### src/rtl/rstseq_pkg.sv
package rstseq_pkg;

  localparam int NDOM   = 6;
  localparam int D_CPU  = 0;
  localparam int D_PERI = 1;
  localparam int D_MEM  = 2;
  localparam int D_PLL  = 3;
  localparam int D_IFC  = 4;
  localparam int D_TEST = 5;

  // lower code = higher priority
  typedef enum logic [1:0] {
    C_POR  = 2'd0,
    C_WARM = 2'd1,
    C_SYS  = 2'd2,
    C_CPU  = 2'd3
  } rcls_e;

  typedef enum logic [2:0] {
    S_HOLD  = 3'd0,
    S_LOCKW = 3'd1,
    S_PAUSE = 3'd2,
    S_RUN   = 3'd3,
    S_ERR   = 3'd4
  } seq_e;

  function automatic logic [NDOM-1:0] cls_mask(input rcls_e c);
    logic [NDOM-1:0] m;
    m = '0;
    case (c)
      C_POR:   m = '1;
      C_WARM:  begin m[D_CPU] = 1'b1; m[D_PERI] = 1'b1; m[D_MEM] = 1'b1; end
      C_SYS:   begin m[D_CPU] = 1'b1; m[D_PERI] = 1'b1; end
      default: m[D_CPU] = 1'b1;
    endcase
    return m;
  endfunction

endpackage

### src/rtl/rstseq_sync.sv
module rstseq_sync (
  input  logic clk,
  input  logic arst_n,
  input  logic d,
  output logic q
);

  logic s1_q;
  logic s2_q;

  always_ff @(posedge clk or negedge arst_n) begin
    if (!arst_n) begin
      s1_q <= 1'b0;
      s2_q <= 1'b0;
    end else begin
      s1_q <= d;
      s2_q <= s1_q;
    end
  end

  assign q = s2_q;

endmodule

### src/rtl/rstseq_arb.sv
module rstseq_arb
  import rstseq_pkg::*;
(
  input  logic  warm_req,
  input  logic  sys_req,
  input  logic  cpu_req,
  input  logic  busy,
  input  rcls_e cur_cls,
  output logic  hit,
  output rcls_e new_cls
);

  logic pend;

  always_comb begin
    pend    = 1'b1;
    new_cls = C_CPU;
    if (warm_req)     new_cls = C_WARM;
    else if (sys_req) new_cls = C_SYS;
    else if (cpu_req) new_cls = C_CPU;
    else              pend    = 1'b0;
  end

  // idle: any request starts; busy: only equal or higher priority restarts
  assign hit = pend && (!busy || (new_cls <= cur_cls));

endmodule

### src/rtl/rstseq_dommap.sv
module rstseq_dommap
  import rstseq_pkg::*;
#(
  parameter int NCLK = 2
) (
  input  seq_e              state,
  input  rcls_e             cls,
  output logic [NDOM-1:0]   dom_rst_n,
  output logic              status_n,
  output logic [NCLK-1:0]   clk_en,
  output logic              periph_clr,
  output logic              lock_err
);

  logic            running;
  logic            pll_free;
  logic            clk_on;
  logic [NDOM-1:0] in_rst;

  assign running  = (state == S_RUN);
  assign pll_free = (state == S_LOCKW) || (state == S_PAUSE) || (state == S_ERR);

  always_comb begin
    in_rst = '0;
    if (!running) begin
      in_rst = cls_mask(cls);
      if (pll_free) in_rst[D_PLL] = 1'b0;
    end
  end

  assign dom_rst_n  = ~in_rst;
  assign status_n   = running;
  assign clk_on     = running || ((cls != C_POR) && (state == S_HOLD));
  assign periph_clr = (cls == C_POR) && !running;
  assign lock_err   = (state == S_ERR);

  for (genvar g = 0; g < NCLK; g++) begin : g_clk_en
    assign clk_en[g] = clk_on;
  end

endmodule

### src/rtl/rstseq_ctrl.sv
module rstseq_ctrl
  import rstseq_pkg::*;
#(
  parameter int STRAP_W   = 8,
  parameter int NCLK      = 2,
  parameter int HOLD_CYC  = 16,
  parameter int PAUSE_CYC = 10,
  parameter int LOCK_TMO  = 4096
) (
  input  logic               clk,
  input  logic               por_n,
  input  logic               warm_n,
  input  logic               sys_req,
  input  logic               cpu_req,
  input  logic               pll_lock,
  input  logic [STRAP_W-1:0] strap_in,
  output logic [NDOM-1:0]    dom_rst_n,
  output logic               status_n,
  output logic [NCLK-1:0]    clk_en,
  output logic [STRAP_W-1:0] strap_q,
  output logic               strap_stb,
  output logic               periph_clr,
  output logic               lock_err
);

  localparam int CNT_MAX_A = (HOLD_CYC > PAUSE_CYC) ? HOLD_CYC : PAUSE_CYC;
  localparam int CNT_MAX   = (CNT_MAX_A > LOCK_TMO) ? CNT_MAX_A : LOCK_TMO;
  localparam int CNT_W     = $clog2(CNT_MAX + 1);
  localparam logic [CNT_W-1:0] HOLD_LAST  = CNT_W'(HOLD_CYC - 1);
  localparam logic [CNT_W-1:0] PAUSE_LAST = CNT_W'(PAUSE_CYC - 1);
  localparam logic [CNT_W-1:0] TMO_LAST   = CNT_W'(LOCK_TMO - 1);

  logic rst_n_s;
  logic warm_s;
  logic lock_s;

  rstseq_sync u_por_sync  (.clk(clk), .arst_n(por_n),   .d(1'b1),     .q(rst_n_s));
  rstseq_sync u_warm_sync (.clk(clk), .arst_n(warm_n),  .d(1'b1),     .q(warm_s));
  rstseq_sync u_lock_sync (.clk(clk), .arst_n(rst_n_s), .d(pll_lock), .q(lock_s));

  seq_e             state_q, state_n;
  rcls_e            cls_q,   cls_n;
  logic [CNT_W-1:0] cnt_q,   cnt_n;
  logic             first_q;
  logic             stb_q;
  logic [STRAP_W-1:0] strap_r;

  logic  arb_hit;
  rcls_e arb_cls;

  rstseq_arb u_arb (
    .warm_req (~warm_s),
    .sys_req  (sys_req),
    .cpu_req  (cpu_req),
    .busy     (state_q != S_RUN),
    .cur_cls  (cls_q),
    .hit      (arb_hit),
    .new_cls  (arb_cls)
  );

  always_comb begin
    state_n = state_q;
    cls_n   = cls_q;
    cnt_n   = cnt_q;
    if (arb_hit) begin
      state_n = S_HOLD;
      cls_n   = arb_cls;
      cnt_n   = '0;
    end else begin
      case (state_q)
        S_HOLD: begin
          if (cnt_q == HOLD_LAST) begin
            cnt_n   = '0;
            state_n = (cls_q == C_POR) ? S_LOCKW : S_PAUSE;
          end else begin
            cnt_n = cnt_q + 1'b1;
          end
        end
        S_LOCKW: begin
          if (lock_s) begin
            cnt_n   = '0;
            state_n = S_PAUSE;
          end else if (cnt_q == TMO_LAST) begin
            cnt_n   = '0;
            state_n = S_ERR;
          end else begin
            cnt_n = cnt_q + 1'b1;
          end
        end
        S_PAUSE: begin
          if (cnt_q == PAUSE_LAST) begin
            cnt_n   = '0;
            state_n = S_RUN;
          end else begin
            cnt_n = cnt_q + 1'b1;
          end
        end
        default: ;
      endcase
    end
  end

  always_ff @(posedge clk or negedge rst_n_s) begin
    if (!rst_n_s) begin
      state_q <= S_HOLD;
      cls_q   <= C_POR;
      cnt_q   <= '0;
      first_q <= 1'b1;
      stb_q   <= 1'b0;
      strap_r <= '0;
    end else begin
      state_q <= state_n;
      cls_q   <= cls_n;
      cnt_q   <= cnt_n;
      first_q <= 1'b0;
      stb_q   <= first_q;
      if (first_q) strap_r <= strap_in;
    end
  end

  assign strap_q   = strap_r;
  assign strap_stb = stb_q;

  rstseq_dommap #(.NCLK(NCLK)) u_map (
    .state      (state_q),
    .cls        (cls_q),
    .dom_rst_n  (dom_rst_n),
    .status_n   (status_n),
    .clk_en     (clk_en),
    .periph_clr (periph_clr),
    .lock_err   (lock_err)
  );

endmodule

### config.mk
export PLATFORM = sky130hd
export DESIGN_NAME = rstseq_ctrl
export DESIGN_NICKNAME = d
export VERILOG_FILES = /design/src/rtl/rstseq_pkg.sv /design/src/rtl/rstseq_sync.sv /design/src/rtl/rstseq_arb.sv /design/src/rtl/rstseq_dommap.sv /design/src/rtl/rstseq_ctrl.sv
export SDC_FILE = /design/constraint.sdc
export NUM_CORES = 1
export LEC_CHECK = 0
export ABC_AREA = 1
export CORE_MARGIN = 3
export CORE_UTILIZATION = 56
export DETAILED_ROUTE_END_ITERATION = 6
export PLACE_DENSITY = 0.85
export SYNTH_ARGS = -nofsm -noshare
export SYNTH_HDL_FRONTEND = slang
export SYNTH_SLANG_ARGS = --single-unit
export TNS_END_PERCENT = 100
### constraint.sdc
create_clock -name clk -period 3 [get_ports clk]
set_input_delay 0.6 -clock clk [delete_from_list [all_inputs] [get_ports clk]]
set_output_delay 0.6 -clock clk [all_outputs]
set_load 0.1 [all_outputs]
After elaboration in Yosys (flattened, before gate mapping)
Index checks and enable logic that the tools add are counted.
{"block": "totals", "register_bits": 34, "output_inout_bits": 20, "elab_cells": 67}
{"block": "op_classes", "n_addsub": 1, "order_cmp": 1, "eq_ne": 13, "mux": 23, "bitwise_logic": 1, "reduce_logical": 16}
{"operator": "$mux 13", "n": 5}
{"operator": "$pmux 13 s3", "n": 1}
{"operator": "$eq 13x4->1 const B", "n": 2}
{"operator": "$mux 3", "n": 6}
{"operator": "$add 13x1->13 const B", "n": 1}
{"operator": "$eq 13x12->1 const B", "n": 1}
{"operator": "$pmux 3 s3", "n": 1}
{"operator": "$mux 1", "n": 7}
{"operator": "$eq 3x2->1 const B", "n": 2}
{"operator": "$mux 6", "n": 1}
{"operator": "$ne 3x3->1 const B", "n": 2}
{"operator": "$not 6->6", "n": 1}
{"operator": "$logic_or 1x1->1", "n": 4}
{"operator": "$mux 2", "n": 2}
{"operator": "$ne 4x4->1 const B", "n": 1}
{"operator": "$reduce_and 4->1", "n": 1}
{"operator": "$reduce_bool 4->1", "n": 1}
{"operator": "$eq 3x1->1 const B", "n": 1}
{"operator": "$eq 3x3->1 const B", "n": 1}
{"operator": "$logic_and 1x1->1", "n": 3}
{"operator": "$logic_not 3->1", "n": 1}
{"operator": "$ne 3x2->1 const B", "n": 1}
{"operator": "$reduce_or 3->1", "n": 1}
{"operator": "$eq 2x1->1 const B", "n": 1}
{"operator": "6 further kinds", "n": 7}

Longest topological paths before layout
Gate-level depths: netlist (run 1).
{"block": "logic_depth", "word_depth": 7, "mapped_depth": 14, "mapped_depth_nobuf": 13}

Hierarchy
Synthesis (run 1) repeated with hierarchy kept, for this count alone.
{"block": "unflattened", "cells_unflattened": 224, "area_unflattened_um2": 1900.6}
{"module": "rstseq_ctrl", "n_inst": 1, "cells_per_inst": 182, "area_each_um2": 1556.5, "seq_area_each_um2": 701.9}
{"module": "rstseq_sync", "n_inst": 3, "cells_per_inst": 2, "area_each_um2": 50.0, "seq_area_each_um2": 50.0}
{"module": "rstseq_dommap", "n_inst": 1, "cells_per_inst": 22, "area_each_um2": 111.4, "seq_area_each_um2": 0.0}
{"module": "rstseq_arb", "n_inst": 1, "cells_per_inst": 14, "area_each_um2": 82.6, "seq_area_each_um2": 0.0}

Worst setup path after synthesis (run 1)
Ideal clock, no wire load.
{"block": "synth_timing", "kind": "register to output", "start": "register state_q[1]", "end": "output port dom_rst_n[5]", "t_arrival_ps": 3871, "setup_slack_ps": -1471, "stages_incl_launch_ff": 6, "path_cell_list": "dfrtp_1 nand3_4 inv_1 nor2_1 inv_1 buf_4"}
{"block": "synth_via", "elab_chain_len": 3}
{"element": "from (decl)", "line": "rstseq_ctrl.sv:41", "text": "seq_e state_q, state_n;"}
{"element": "from (signal assigned)", "line": "rstseq_ctrl.sv:112", "text": "state_q <= state_n;"}
{"element": "$eq 3x2->1", "line": "rstseq_dommap.sv:20", "text": "assign running = (state == S_RUN);"}
{"element": "named net status_n", "line": "rstseq_ctrl.sv:18", "text": "output logic status_n,"}
{"element": "$mux 6", "line": "rstseq_dommap.sv:25", "text": "if (!running) begin"}
{"element": "$not 6->6", "line": "rstseq_dommap.sv:31", "text": "assign dom_rst_n = ~in_rst;"}
{"element": "to (decl)", "line": "rstseq_ctrl.sv:17", "text": "output logic [NDOM-1:0] dom_rst_n,"}
The timed path passes the listed nets, and every way through them passes these cells.

Worst setup path after layout (run 1)
{"block": "layout_timing", "start": "register state_q[2]", "end": "output port dom_rst_n[3]"}
{"block": "layout_via", "elab_chain_len": 6}
{"element": "$eq 3x1->1 or $eq 3x2->1 (tied branches)", "line": "rstseq_dommap.sv:21", "text": "assign pll_free = (state == S_LOCKW) || (state == S_PAUSE) || (state == S_ERR);"}
{"element": "$logic_or 1x1->1 (2 in series)", "line": "rstseq_dommap.sv:21"}
{"element": "$mux 1", "line": "rstseq_dommap.sv:27", "text": "if (pll_free) in_rst[D_PLL] = 1'b0;"}
{"element": "$mux 6 (*)", "line": "rstseq_dommap.sv:25"}
{"element": "$not 6->6 (*)", "line": "rstseq_dommap.sv:31"}
Every way passes the cells marked *; elsewhere a longest branch is shown, timed or not.

==> impl_metrics.json, run 1 <==
{
  "antenna_found_initial": 0,
  "yosys_warnings": 0,
  "cp_max_fo": 5,
  "gr-usage-all-layers_pct": 18.3,
  "cts_made_buffers": 5,
  "slew_violations": 0,
  "post-route-drc-count": 0,
  "n_antenna_cell": 0,
  "post_synth_num_cell_types": 27,
  "drt_iter0_markers": 70,
  "rows": 20,
  "setup_violations": 0,
  "wl_per_cell_microns": 10.7,
  "hpwl_microns": 2620,
  "cts_buffer_depth": 2,
  "skew_ns": 0.0119,
  "cts_sinks": 34,
  "layout_min_cycle_time_ns": 2.32,
  "hold_viol_final": 0,
  "clk_latency_ns": 0.35,
  "numPortBuffers": 33,
  "post_cts_resized": 0,
  "gp_congestion": 0.894,
  "htreeDepth": 2,
  "drtPass1Iterations": 5,
  "place_area_sq_um": 2150,
  "crit_path_start_kind": "register",
  "core_area_sq_um": 3100,
  "rsz0062_at_grt": "false",
  "p_leak_nw": 1.15,
  "arrival_ns": 1.72,
  "cp-startpoint": "state_q[2]",
  "end_kind": "output port",
  "r2r-end": "state_q[2]",
  "dieArea_sq_um": 4030,
  "synth.ff_latch_count": 34,
  "ant_nets": 0,
  "cp.required_ns": 2.40,
  "synth_seq_area_share_pct": 46.1,
  "syn-cell-area_sq_um": 1850,
  "reg2reg_slack_ns": 1.08,
  "timing.fmax_mhz": 432,
  "fin_ws_ns": 0.683,
  "avgSynthCellArea_sq_um": 8.18,
  "final_util_pct": 71.3,
  "r2r-start": "cls_q[1]",
  "worstSetupPathType": "register to output port",
  "cts_setup_buffers": 0,
  "gr-total-overflow": 0,
  "fp.dieH_microns": 63.4,
  "slew_headroom_pct": 55.2,
  "powerDensity_nw_per_um2": 970,
  "clk_pin_slew_worst_paths_ns": 0.11,
  "grt_pass1_wl_microns": 5730,
  "grt_start_max_net_pins": 19,
  "dieWidth_microns": 63.4,
  "worst-r2r-cell-count": 11,
  "status": "finished clean",
  "routed_wl_microns": 3280,
  "routed_via_density": 4.77,
  "nets": 279,
  "cts_tree": "yes",
  "ioPinCount": 34,
  "hold_class": "register to asynchronous set/reset pin",
  "grt_pass1_vias": 1359,
  "fillCellCount": 253,
  "drv_cap": 0,
  "vias": 1460,
  "drive_gt1_share_pct": 19.8,
  "tightest_slew_ns": 0.672,
  "peakVddDrop_v": 0.00123,
  "final_area_sq_um": 2210,
  "fin_setup_tns_ns": 0,
  "area_growth_pct": 19.8,
  "start_util_pct": 59.6,
  "hold_slack_ns": 0.285,
  "synthCells": 226,
  "period_share_pct": 77.2,
  "ctsRootBufferMaster": "clkbuf_4",
  "cts-hold-fix-buffers": 0,
  "place_ws_ns": 0.495
}
-- synth_stat cells (all sizes together) --
cell type,n,area (sq um)
mux2,8,90.1
nand4,1,6.26
dfstp,1,26.3
nand2,68,273
nand3b,3,22.5
a21oi,3,15.0
ha,4,50.1
inv,31,116
o21ai,4,20.0
buf,6,48.8
o21bai,1,7.51
or2,1,6.26
xor2,7,61.3
nor3,7,45.0
dfrtp,33,826
conb,2,7.51
nor2,30,125
nand3,15,97.6
clkbuf,1,3.75
-- sequential cells by signal, indices dropped and copies added, names as in the netlist --
register,flops
u_warm_sync.q,1
first_q,1
state_q,3
u_por_sync.q,1
strap_stb,1
u_por_sync.s1_q,1
u_lock_sync.s1_q,1
cls_q,2
u_lock_sync.q,1
u_warm_sync.s1_q,1
cnt_q,13
strap_q,8
-- area by class of cell --
cell class	instances	area, sq um	share of cell area [%]
tap	44	55.1	2.49
multi-input combinational	155	843	38.1
sequential	34	852	38.5
clock buffer	5	37.5	1.70
clock inverter	3	21.3	0.961
timing repair buffer	34	288	13.0
inverter	31	116	5.26
-- power breakdown --
| group | internal, mW | switching, mW |
|---|---|---|
| Combinational | 0.291 | 1.02 |
| Sequential | 0.515 | 0.0671 |
| Clock | 0.0908 | 0.159 |
-- stage by stage --
| stage | total power, mW | instances |
|---|---|---|
| 3_5_place_dp | 1.91 | 298 |
| 6_report | 2.15 | 306 |
| 3_3_place_gp | 1.89 | 298 |
| 2_1_floorplan | 1.73 | 227 |
| 4_1_cts | 2.16 | 306 |
| 5_1_grt | 2.28 | 306 |
-- metal layers --
metal  global-route usage, %  wire, microns  vias to the layer above
met5                       0              0                        -
met4                    9.97             78                        0
met3                    5.70            259                        7
met2                    27.6           1500                       42
met1                    23.3           1440                      651
li1                        -              -                      760
-- cell families after synthesis --
family                     Yosys count  synth area share, %
DFF                                 34                 46.1
xor gates and xnor gates             7                 3.32
muxes                                8                 4.87
buffers and inverters               38                 9.14
other                                2                0.406
AOI/OAI and AO/OA                    8                 2.30
and+or+nand+nor                    125                 31.1
adders and majority gates            4                 2.71
-- worst max path at each step --
| stage | slack, ns | depth (start not counted) | endpoint |
|---|---|---|---|
| after floorplan | -0.34 | 6 | dom_rst_n[5] |
| after global placement | 0.56 | 11 | cnt_q[2] |
| after detailed placement | 0.50 | 12 | state_q[2] |
| after CTS | 0.68 | 6 | dom_rst_n[3] |
| after global routing | 0.55 | 6 | dom_rst_n[3] |
| final | 0.68 | 6 | dom_rst_n[3] |
-- cells in the final DEF, fill, tap and decap left out, drive strengths merged --
cell / instances
a21oi: 3
buf: 21
clkbuf: 5
clkdlybuf4s50: 13
clkinv: 2
clkinvlp: 1
conb: 3
dfrtp: 33
dfstp: 1
ha: 4
inv: 31
mux2: 8
nand2: 68
nand3: 15
nand3b: 3
nand4: 1
nor2: 30
nor3: 7
o21ai: 4
o21bai: 1
or2: 1
xor2: 7
-- critical path, stage by stage, from the launching register on --
cell and delay (ns):
dfrtp_1 0.43, inv_1 0.17, nand3_1 0.18, nand2_1 0.20, nor2_1 0.06, nand2_1 0.06, buf_4 0.28
Power figures use the tool's default switching activity.
==> run 2, diff against run 1 <==
--- a/config.mk
+++ b/config.mk
@@ -7,9 +7,9 @@
 export LEC_CHECK = 0
 export ABC_AREA = 1
 export CORE_MARGIN = 3
-export CORE_UTILIZATION = 56
+export CORE_UTILIZATION = 47
 export DETAILED_ROUTE_END_ITERATION = 6
-export PLACE_DENSITY = 0.85
+export PLACE_DENSITY = 0.76
 export SYNTH_ARGS = -nofsm -noshare
 export SYNTH_HDL_FRONTEND = slang
 export SYNTH_SLANG_ARGS = --single-unit
==> constraint.sdc (replaced) <==
create_clock -name clk -period 2.1 [get_ports clk]
set_input_delay 0.42 -clock clk [delete_from_list [all_inputs] [get_ports clk]]
set_output_delay 0.42 -clock clk [all_outputs]
set_load 0.1 [all_outputs]
==> impl_metrics.json, run 2 (same netlist as run 1, synthesis figures left out) <==
{
  "status": "finished clean",
  "fp.dieH_microns": 68.7,
  "grt_pass1_wl_microns": 5850,
  "p_leak_nw": 1.24,
  "met3WireLength_microns": 183,
  "seqPwrFrac_pct": 23.1,
  "cts_setup_buffers": 0,
  "n_antenna_cell": 0,
  "htreeDepth": 2,
  "setup_violations": 0,
  "seq_area_sq_um": 852,
  "routed_via_density": 4.72,
  "dieWidth_microns": 68.7,
  "arrival_ns": 1.65,
  "vias": 1490,
  "final_cell_mix": "64 x nand2_1, 33 x dfrtp_1, 31 x inv_1",
  "numPortBuffers": 33,
  "drive_gt1_share_pct": 21.6,
  "ant_nets": 0,
  "p_total_mw": 3.62,
  "timing.fmax_mhz": 484,
  "worst-r2r-cell-count": 11,
  "slew_violations": 0,
  "routed.top_layer": "met4",
  "crit_path_start_kind": "register",
  "grt_start_max_net_pins": 20,
  "final_common_cell": "nand2_1",
  "cts_buffer_depth": 2,
  "post_cts_resized": 0,
  "fin_ws_ns": 0.0323,
  "antenna_found_initial": 0,
  "fin_cells": 316,
  "peakVddDrop_v": 0.000742,
  "power_switching_mw": 1.88,
  "hold_slack_ns": 0.174,
  "dpl.cell_count": 308,
  "wl_met2_microns": 1560,
  "rows": 22,
  "clk_pin_slew_worst_paths_ns": 0.07,
  "fillCellCount": 319,
  "cts_sinks": 34,
  "internal-power_mw": 1.74,
  "drt_iter0_markers": 67,
  "period_share_pct": 98.5,
  "hpwl_microns": 2720,
  "rsz0062_at_grt": "true",
  "cp.required_ns": 1.68,
  "drv_cap": 0,
  "layout_min_cycle_time_ns": 2.07,
  "area_growth_pct": 31.3,
  "largest_reg_flops": 13,
  "gr-total-overflow": 0,
  "fin_setup_tns_ns": 0,
  "clk_latency_ns": 0.29,
  "cp_max_fo": 7,
  "grt_pass1_vias": 1413,
  "place_ws_ns": -0.0499,
  "cts_made_buffers": 5,
  "drtPass1Iterations": 4,
  "wl_met1_microns": 1610,
  "multi_input_area_sq_um": 846,
  "place_area_sq_um": 2340,
  "gr-usage-all-layers_pct": 16.8,
  "gp_congestion": 0.853,
  "final_util_pct": 65.3,
  "worstSetupPathType": "register to output port",
  "clock_power_share_pct": 12.6,
  "core_area_sq_um": 3720,
  "hold_class": "register to asynchronous set/reset pin",
  "powerDensity_nw_per_um2": 1490,
  "pwr-share-comb_pct": 64.4,
  "cts-hold-fix-buffers": 0,
  "cts_tree": "yes",
  "routed_wl_microns": 3430,
  "switching_share_pct": 51.9,
  "ctsRootBufferMaster": "clkbuf_8",
  "dieArea_sq_um": 4720,
  "final_area_sq_um": 2430,
  "end_kind": "output port",
  "largest-register": "cnt_q",
  "nets": 285,
  "start_util_pct": 49.7,
  "skew_ns": 0.00904,
  "ioPinCount": 34,
  "wl_per_cell_microns": 10.8,
  "hold_viol_final": 0,
  "post-route-drc-count": 0
}
run 2: routing by layer:
metal	GRT usage, %	vias to the layer above
li1	-	769
met1	21.0	678
met2	26.6	36
met3	5.02	7
met4	8.27	0
met5	0	-
run 2: worst max-delay path: stages, from the launching register on:
cell and delay, ns:
dfrtp_1 0.48, nor3_1 0.39, nand2_1 0.10, nand2_1 0.19
buf_12 0.21
run 2: power by group through the flow:
| stage | Sequential, mW | Clock (mW) | Combinational [mW] |
|---|---|---|---|
| 2_1_floorplan | 0.949 | 0 | 1.52 |
| 3_3_place_gp | 0.840 | 0 | 2.31 |
| 3_5_place_dp | 0.846 | 0 | 2.33 |
| 4_1_cts | 0.834 | 0.472 | 2.34 |
| 5_1_grt | 0.849 | 0.503 | 2.49 |
| 6_report | 0.834 | 0.455 | 2.33 |
run 2: layout make-up:
cell class | instances | share of cell area (%)
clock inverter | 2 | 0.412
multi-input combinational | 155 | 34.8
clock buffer | 6 | 2.99
inverter | 31 | 4.79
tap | 48 | 2.47
sequential | 34 | 35.1
timing repair buffer | 40 | 19.4
run 2: worst paths after layout:
check                                       from             to  slack, ns
min in group clk                u_lock_sync.s1_q  u_lock_sync.q       0.35
max in group asynchronous           u_por_sync.q       cnt_q[3]       1.30
worst min register to register      u_por_sync.q     strap_q[4]       0.17
worst max-delay path                  state_q[0]      clk_en[0]       0.03
worst max register to register          cls_q[1]       cnt_q[4]       0.38
worst min-delay path                u_por_sync.q     strap_q[4]       0.17
